**src/rtl/uart_rx_pkg.sv**
```systemverilog
package uart_rx_pkg;

    typedef enum logic [2:0] {
        RX_IDLE,
        RX_START,
        RX_DATA,
        RX_PARITY,
        RX_STOP
    } rx_state_t;

    typedef struct packed {
        logic [7:0] data;
        logic       perr;
        logic       ferr;
    } rx_char_t;

endpackage

```
**src/rtl/uart_rx_tick.sv**
```systemverilog
module uart_rx_tick #(
    parameter int DIV = 4
) (
    input  logic clk,
    input  logic rst_n,
    output logic tick
);
    localparam int CW = (DIV > 1) ? $clog2(DIV) : 1;

    logic [CW-1:0] cnt;

    always_ff @(posedge clk or negedge rst_n) begin
        if (!rst_n) begin
            cnt  <= '0;
            tick <= 1'b0;
        end else if (cnt == CW'(DIV - 1)) begin
            cnt  <= '0;
            tick <= 1'b1;
        end else begin
            cnt  <= cnt + 1'b1;
            tick <= 1'b0;
        end
    end
endmodule

```
**src/rtl/uart_rx_frame.sv**
```systemverilog
module uart_rx_frame
    import uart_rx_pkg::*;
(
    input  logic     clk,
    input  logic     rst_n,
    input  logic     en,
    input  logic     tick,
    input  logic     rxd,
    input  logic     parity_en,
    input  logic     block_new,
    output logic     done,
    output rx_char_t ch,
    output logic     ovf_hit
);
    rx_state_t  state, nxt;
    logic [3:0] samp_cnt;
    logic [2:0] bit_cnt;
    logic [7:0] shreg;
    logic       par_bit;
    logic       discard;
    logic       rxd_q;
    logic       mid;

    assign mid = tick && (samp_cnt == 4'd15);

    // state register
    always_ff @(posedge clk or negedge rst_n) begin
        if (!rst_n) state <= RX_IDLE;
        else        state <= nxt;
    end

    // transitions
    always_comb begin
        nxt = state;
        unique case (state)
            RX_IDLE:   if (rxd_q && !rxd) nxt = RX_START;
            RX_START:  if (tick && samp_cnt == 4'd7) nxt = rxd ? RX_IDLE : RX_DATA;
            RX_DATA:   if (mid && bit_cnt == 3'd7) nxt = parity_en ? RX_PARITY : RX_STOP;
            RX_PARITY: if (mid) nxt = RX_STOP;
            RX_STOP:   if (mid) nxt = RX_IDLE;
            default:   nxt = RX_IDLE;
        endcase
        if (!en) nxt = RX_IDLE;
    end

    // datapath and outputs
    always_ff @(posedge clk or negedge rst_n) begin
        if (!rst_n) begin
            samp_cnt <= '0;
            bit_cnt  <= '0;
            shreg    <= '0;
            par_bit  <= 1'b0;
            discard  <= 1'b0;
            rxd_q    <= 1'b1;
            done     <= 1'b0;
            ovf_hit  <= 1'b0;
            ch       <= '0;
        end else begin
            rxd_q   <= rxd;
            done    <= 1'b0;
            ovf_hit <= 1'b0;
            if (!en) begin
                samp_cnt <= '0;
                bit_cnt  <= '0;
                discard  <= 1'b0;
            end else begin
                unique case (state)
                    RX_IDLE: begin
                        samp_cnt <= '0;
                        bit_cnt  <= '0;
                    end
                    RX_START: if (tick) begin
                        if (samp_cnt == 4'd7) begin
                            samp_cnt <= '0;
                            if (!rxd) begin
                                discard <= block_new;
                                ovf_hit <= block_new;
                            end
                        end else begin
                            samp_cnt <= samp_cnt + 1'b1;
                        end
                    end
                    RX_DATA: if (tick) begin
                        samp_cnt <= samp_cnt + 1'b1;
                        if (samp_cnt == 4'd15) begin
                            shreg   <= {rxd, shreg[7:1]};
                            bit_cnt <= bit_cnt + 1'b1;
                        end
                    end
                    RX_PARITY: if (tick) begin
                        samp_cnt <= samp_cnt + 1'b1;
                        if (samp_cnt == 4'd15) par_bit <= rxd;
                    end
                    RX_STOP: if (tick) begin
                        samp_cnt <= samp_cnt + 1'b1;
                        if (samp_cnt == 4'd15) begin
                            done    <= !discard;
                            ch.data <= shreg;
                            ch.ferr <= !rxd;
                            ch.perr <= parity_en && ((^shreg) ^ par_bit);
                        end
                    end
                    default: samp_cnt <= '0;
                endcase
            end
        end
    end
endmodule

```
**src/rtl/uart_rx_fifo.sv**
```systemverilog
module uart_rx_fifo
    import uart_rx_pkg::*;
#(
    parameter int DEPTH = 2
) (
    input  logic     clk,
    input  logic     rst_n,
    input  logic     push,
    input  rx_char_t push_ch,
    input  logic     pop,
    input  logic     clr_perr,
    input  logic     clr_ferr,
    input  logic     clr_all,
    output rx_char_t head,
    output logic     empty,
    output logic     full
);
    localparam int PW = (DEPTH > 1) ? $clog2(DEPTH) : 1;
    localparam int CW = $clog2(DEPTH + 1);

    rx_char_t      mem [DEPTH];
    logic [PW-1:0] rd_ptr, wr_ptr;
    logic [CW-1:0] count;

    function automatic logic [PW-1:0] nxt_ptr(input logic [PW-1:0] p);
        return (p == PW'(DEPTH - 1)) ? '0 : p + 1'b1;
    endfunction

    assign empty = (count == '0);
    assign full  = (count == CW'(DEPTH));
    assign head  = mem[rd_ptr];

    always_ff @(posedge clk or negedge rst_n) begin
        if (!rst_n) begin
            for (int i = 0; i < DEPTH; i++) mem[i] <= '0;
            rd_ptr <= '0;
            wr_ptr <= '0;
            count  <= '0;
        end else begin
            if (clr_all) begin
                for (int i = 0; i < DEPTH; i++) begin
                    mem[i].perr <= 1'b0;
                    mem[i].ferr <= 1'b0;
                end
            end
            if (!empty && clr_perr) mem[rd_ptr].perr <= 1'b0;
            if (!empty && clr_ferr) mem[rd_ptr].ferr <= 1'b0;
            if (push) begin
                mem[wr_ptr] <= push_ch;
                wr_ptr      <= nxt_ptr(wr_ptr);
            end
            if (pop) rd_ptr <= nxt_ptr(rd_ptr);
            if (push && !pop)      count <= count + 1'b1;
            else if (pop && !push) count <= count - 1'b1;
        end
    end
endmodule

```
**src/rtl/uart_rx_stat.sv**
```systemverilog
module uart_rx_stat
    import uart_rx_pkg::*;
#(
    parameter int TICK_DIV = 4,
    parameter int DEPTH    = 2
) (
    input  logic        clk,
    input  logic        rst_n,
    input  logic        rxd,
    input  logic        rx_en,
    input  logic        parity_en,
    input  logic        data_rd,
    output logic [7:0]  rd_data,
    output logic        rx_valid,
    input  logic        stat_wr,
    input  logic [15:0] stat_wdata,
    output logic [15:0] stat_rdata
);
    logic     rxd_s1, rxd_s2;
    logic     tick;
    logic     done, ovf_hit;
    rx_char_t frame_ch, head;
    logic     empty, full;
    logic     hold_v;
    rx_char_t hold_ch;
    logic     push, pop;
    logic     ovf_q;
    logic     unused_wbits;

    assign unused_wbits = ^stat_wdata[15:3];

    always_ff @(posedge clk or negedge rst_n) begin
        if (!rst_n) begin
            rxd_s1 <= 1'b1;
            rxd_s2 <= 1'b1;
        end else begin
            rxd_s1 <= rxd;
            rxd_s2 <= rxd_s1;
        end
    end

    uart_rx_tick #(.DIV(TICK_DIV)) u_tick (
        .clk  (clk),
        .rst_n(rst_n),
        .tick (tick)
    );

    uart_rx_frame u_frame (
        .clk      (clk),
        .rst_n    (rst_n),
        .en       (rx_en),
        .tick     (tick),
        .rxd      (rxd_s2),
        .parity_en(parity_en),
        .block_new(full && hold_v),
        .done     (done),
        .ch       (frame_ch),
        .ovf_hit  (ovf_hit)
    );

    assign push = hold_v && !full;
    assign pop  = data_rd && !empty;

    uart_rx_fifo #(.DEPTH(DEPTH)) u_fifo (
        .clk     (clk),
        .rst_n   (rst_n),
        .push    (push),
        .push_ch (hold_ch),
        .pop     (pop),
        .clr_perr(stat_wr && stat_wdata[0] && rx_en),
        .clr_ferr(stat_wr && stat_wdata[1] && rx_en),
        .clr_all (!rx_en),
        .head    (head),
        .empty   (empty),
        .full    (full)
    );

    // shift-stage holding register
    always_ff @(posedge clk or negedge rst_n) begin
        if (!rst_n) begin
            hold_v  <= 1'b0;
            hold_ch <= '0;
        end else begin
            if (done) begin
                hold_v  <= 1'b1;
                hold_ch <= frame_ch;
            end else if (push) begin
                hold_v <= 1'b0;
            end
            if (!rx_en) begin
                hold_ch.perr <= 1'b0;
                hold_ch.ferr <= 1'b0;
            end
        end
    end

    // overflow flag: disable and write-one win over a new event
    always_ff @(posedge clk or negedge rst_n) begin
        if (!rst_n)                         ovf_q <= 1'b0;
        else if (!rx_en)                    ovf_q <= 1'b0;
        else if (stat_wr && stat_wdata[2])  ovf_q <= 1'b0;
        else if (ovf_hit)                   ovf_q <= 1'b1;
    end

    assign rx_valid   = !empty;
    assign rd_data    = empty ? 8'h00 : head.data;
    assign stat_rdata = {13'b0, ovf_q, !empty && head.ferr, !empty && head.perr};
endmodule

```
**config.mk**
```make
export PLATFORM = sky130hd
export DESIGN_NAME = uart_rx_stat
export DESIGN_NICKNAME = d
export VERILOG_FILES = /design/src/rtl/uart_rx_pkg.sv /design/src/rtl/uart_rx_tick.sv /design/src/rtl/uart_rx_frame.sv /design/src/rtl/uart_rx_fifo.sv /design/src/rtl/uart_rx_stat.sv
export SDC_FILE = /design/constraint.sdc
export NUM_CORES = 1
export LEC_CHECK = 0
export ABC_AREA = 1
export BUFFER_PORTS_ARGS = -buffer_cell sky130_fd_sc_hd__buf_2
export CORE_MARGIN = 3
export CORE_UTILIZATION = 40
export CTS_CLUSTER_SIZE = 10
export DETAILED_ROUTE_END_ITERATION = 16
export HOLD_SLACK_MARGIN = 0.12
export PLACE_DENSITY = 0.69
export SLEW_MARGIN = 20
export SYNTH_ARGS = -nofsm -noshare
export SYNTH_HDL_FRONTEND = slang
export SYNTH_SLANG_ARGS = --single-unit
```
**constraint.sdc**
```tcl
create_clock -name clk -period 3.7 [get_ports clk]
set_input_delay 0.185 -clock clk [delete_from_list [all_inputs] [get_ports clk]]
set_output_delay 0.185 -clock clk [all_outputs]
set_load 0.03 [all_outputs]
```
==> reports/qor.csv <==
metric;value;unit
rsz0062_at_grt;false;
overflow;0;
grt_max_degree;47;
power_density;457;nW/um2
power.leakage;1.93;nW
antenna_cells;0;
vias;2703;
dr.pass1.iters;4;
via_per_inst;4.85;
fin_worst_skew;7.53;ps
ys_seq_elements;74;
wire_per_inst;11.6;um
detail-route-antenna-nets;0;
root_buffer;clkbuf_8;
synth.cell_area;3620;um2
period_needed;1990;ps
antenna_found_initial;0;
dp_hpwl;4500;um
ioPinCount;48;
drtIter0Drc;120;
grt_pass1_vias;2566;
final_hold_viol_count;0;
wl;6450;um
synth_cell_types;28;
syn_area_per_cell;8.63;um2
nets;472;
slew_violations;0;
timing.fmax;502;MHz
drive_above_1_share;18.0;%
die_h;101;um
post_cts_resized;0;
grt_pass1_wl;11300;um
worstPathMaxFanout;13;
io_buffers;21;
core-area;8760;um2
setup-tns-final;0;ps
start_util;41.4;%
gr-usage-met3;2.82;%
dieWidth;101;um
htree_levels;3;
worst-setup-path-type;reg -> out;
setup_viol;0;
clkSinkCount;74;
clkLatencyLatePin;350;ps
crit_required;3510;ps
power_frac_seq;48.3;%
clk_pin_slew_worst_paths;80;ps
p_int;1.28;mW
status;finished clean;
area_growth_syn_to_layout;10.1;%
gr-usage-met2;23.8;%
gp_congestion;0.820;
final_cell_mix;132 x nand2_1, 71 x dfrtp_1, 39 x inv_1, 29 x o21ai_0, 26 x o21ai_2;
rows;34;
ctsLongestPathBuffers;2;
worst_pin_slew;683;ps
finish.utilization;45.6;%
synthCells;420;
peakVddDrop;0.185;mV
cap_violations;0;
use_met1;16.5;%
period_share;53.8;%
ys_seq_area_share;51.2;%
layout_commonest_cell;nand2_1;
p_sw;0.542;mW
die-area;10200;um2
drcViolationCount;0;
cts_tree;done;
hold_path_class;in -> reg;
combPwrFrac;14.4;%
swShare;29.7;%
clock_power_share;37.3;%
startpoint_type;flop;
slew_headroom;54.5;%
numCtsBuffers;9;
busiest_layer;met2;
grtUsageTotal;13.8;%
yosysWarnings;0;
cp-end-kind;output pin;
crit_arrival;1810;ps
==> registers in the layout (all words and copies together) (netlist names) <==
signal            flops
u_frame.done          1
hold_ch              10
u_fifo.wr_ptr         1
u_fifo.rd_ptr         1
u_tick.cnt            2
u_frame.bit_cnt       3
hold_v                1
u_frame.par_bit       1
u_frame.state         3
u_frame.rxd_q         1
u_frame.samp_cnt      4
u_fifo.count          2
u_frame.ovf_hit       1
u_frame.ch           10
rxd_s2                1
u_frame.shreg         8
u_fifo.mem           20
rxd_s1                1
u_tick.tick           1
u_frame.discard       1
ovf_q                 1
==> path summary, 6_finish.rpt <==
kind	from	end	slack (ps)	cells after the start
setup / recovery	u_fifo.rd_ptr	rd_data[1]	1710	4
hold / removal	data_rd	u_fifo.rd_ptr	140	3
setup reg to reg	u_frame.samp_cnt[0]	u_frame.ch[1]	1980	9
hold reg to reg	rxd_s1	rxd_s2	360	0
max in group asynchronous	rst_n	u_frame.ch[5]	2270	3
min in group asynchronous	rst_n	u_tick.cnt[0]	410	2
==> power by group through the flow <==
stage               Sequential [mW]  Combinational (mW)  Clock [mW]
floorplan                     0.875               0.216           0
global placement              0.897               0.255           0
detailed placement            0.899               0.261           0
CTS                           0.882               0.265       0.699
global route                  0.888               0.293       0.732
finish                        0.882               0.262       0.681
==> stage by stage <==
stage	hold slack [ps]	instance area, um2	power [mW]	std cells	setup slack [ps]
after global routing	138	3990	1.91	557	1570
after floorplan	-111	3670	1.09	432	1940
after global placement	246	3730	1.15	537	1990
final	137	3990	1.83	557	1710
after CTS	120	3990	1.85	557	1650
after detailed placement	275	3730	1.16	537	2000
==> cells by family (layout without fill, tap and decap cells) <==
kind of cell / count (synthesis) / in the layout / share of synthesized area, %
AOI/OAI and AO/OA: 81 / 81 / 14.7
xor gates and xnor gates: 4 / 4 / 0.967
adders and majority gates: 5 / 5 / 1.73
buffers and inverters: 70 / 87 / 9.73
DFF: 74 / 74 / 51.2
other: 1 / 13 / 0.103
and+or+nand+nor: 185 / 185 / 21.5
==> Yosys cell counts <==
cell      count  area share, %
a21oi_1      16            2.2
a21oi_4       1           0.45
a31o_2        1           0.24
a31oi_1       1           0.17
buf_4        14            2.9
buf_6         5            1.6
clkbuf_1      6           0.62
clkinv_1      1           0.10
conb_1        1           0.10
dfrtp_1      71             49
dfstp_2       3            2.2
ha_1          5            1.7
inv_1        39            4.0
inv_2         5           0.52
nand2_1     132             14
nand2_2       4           0.69
nand2_4       1           0.31
nand3_1      20            2.8
nand4_1       7            1.2
nor2_1       15            1.6
nor2_4        3           0.93
nor3_1        3           0.41
o211ai_1      5            1.0
o21ai_0      29            4.0
o21ai_2      26            6.3
o22ai_1       2           0.35
xnor2_1       1           0.24
xor2_1        3           0.73
==> area by class of cell <==
cell class,instances,area [um2]
Fill cell,859,4770
Clock buffer,10,128
Clock inverter,6,91.3
Multi-Input combinational cell,288,1460
Sequential cell,74,1860
Timing Repair Buffer,26,153
Tap cell,108,135
Inverter,45,169
==> what timing repair did <==
action	in CTS	in global routing
hold buffers	4	0
hold endpoints to repair	27	0
setup buffers	0	0
==> critical path, stage by stage, from the launching register on <==
cell     delay [ps]
dfrtp_1         550
inv_1           410
nand2_1          90
a21oi_1         170
buf_2           230
==> routing by layer <==
layer | wire, um | vias up
met5 | 0 | -
met4 | 137 | 0
met3 | 267 | 12
met2 | 3090 | 55
met1 | 2950 | 1265
li1 | - | 1371
(Power assumes the default switching activity.)
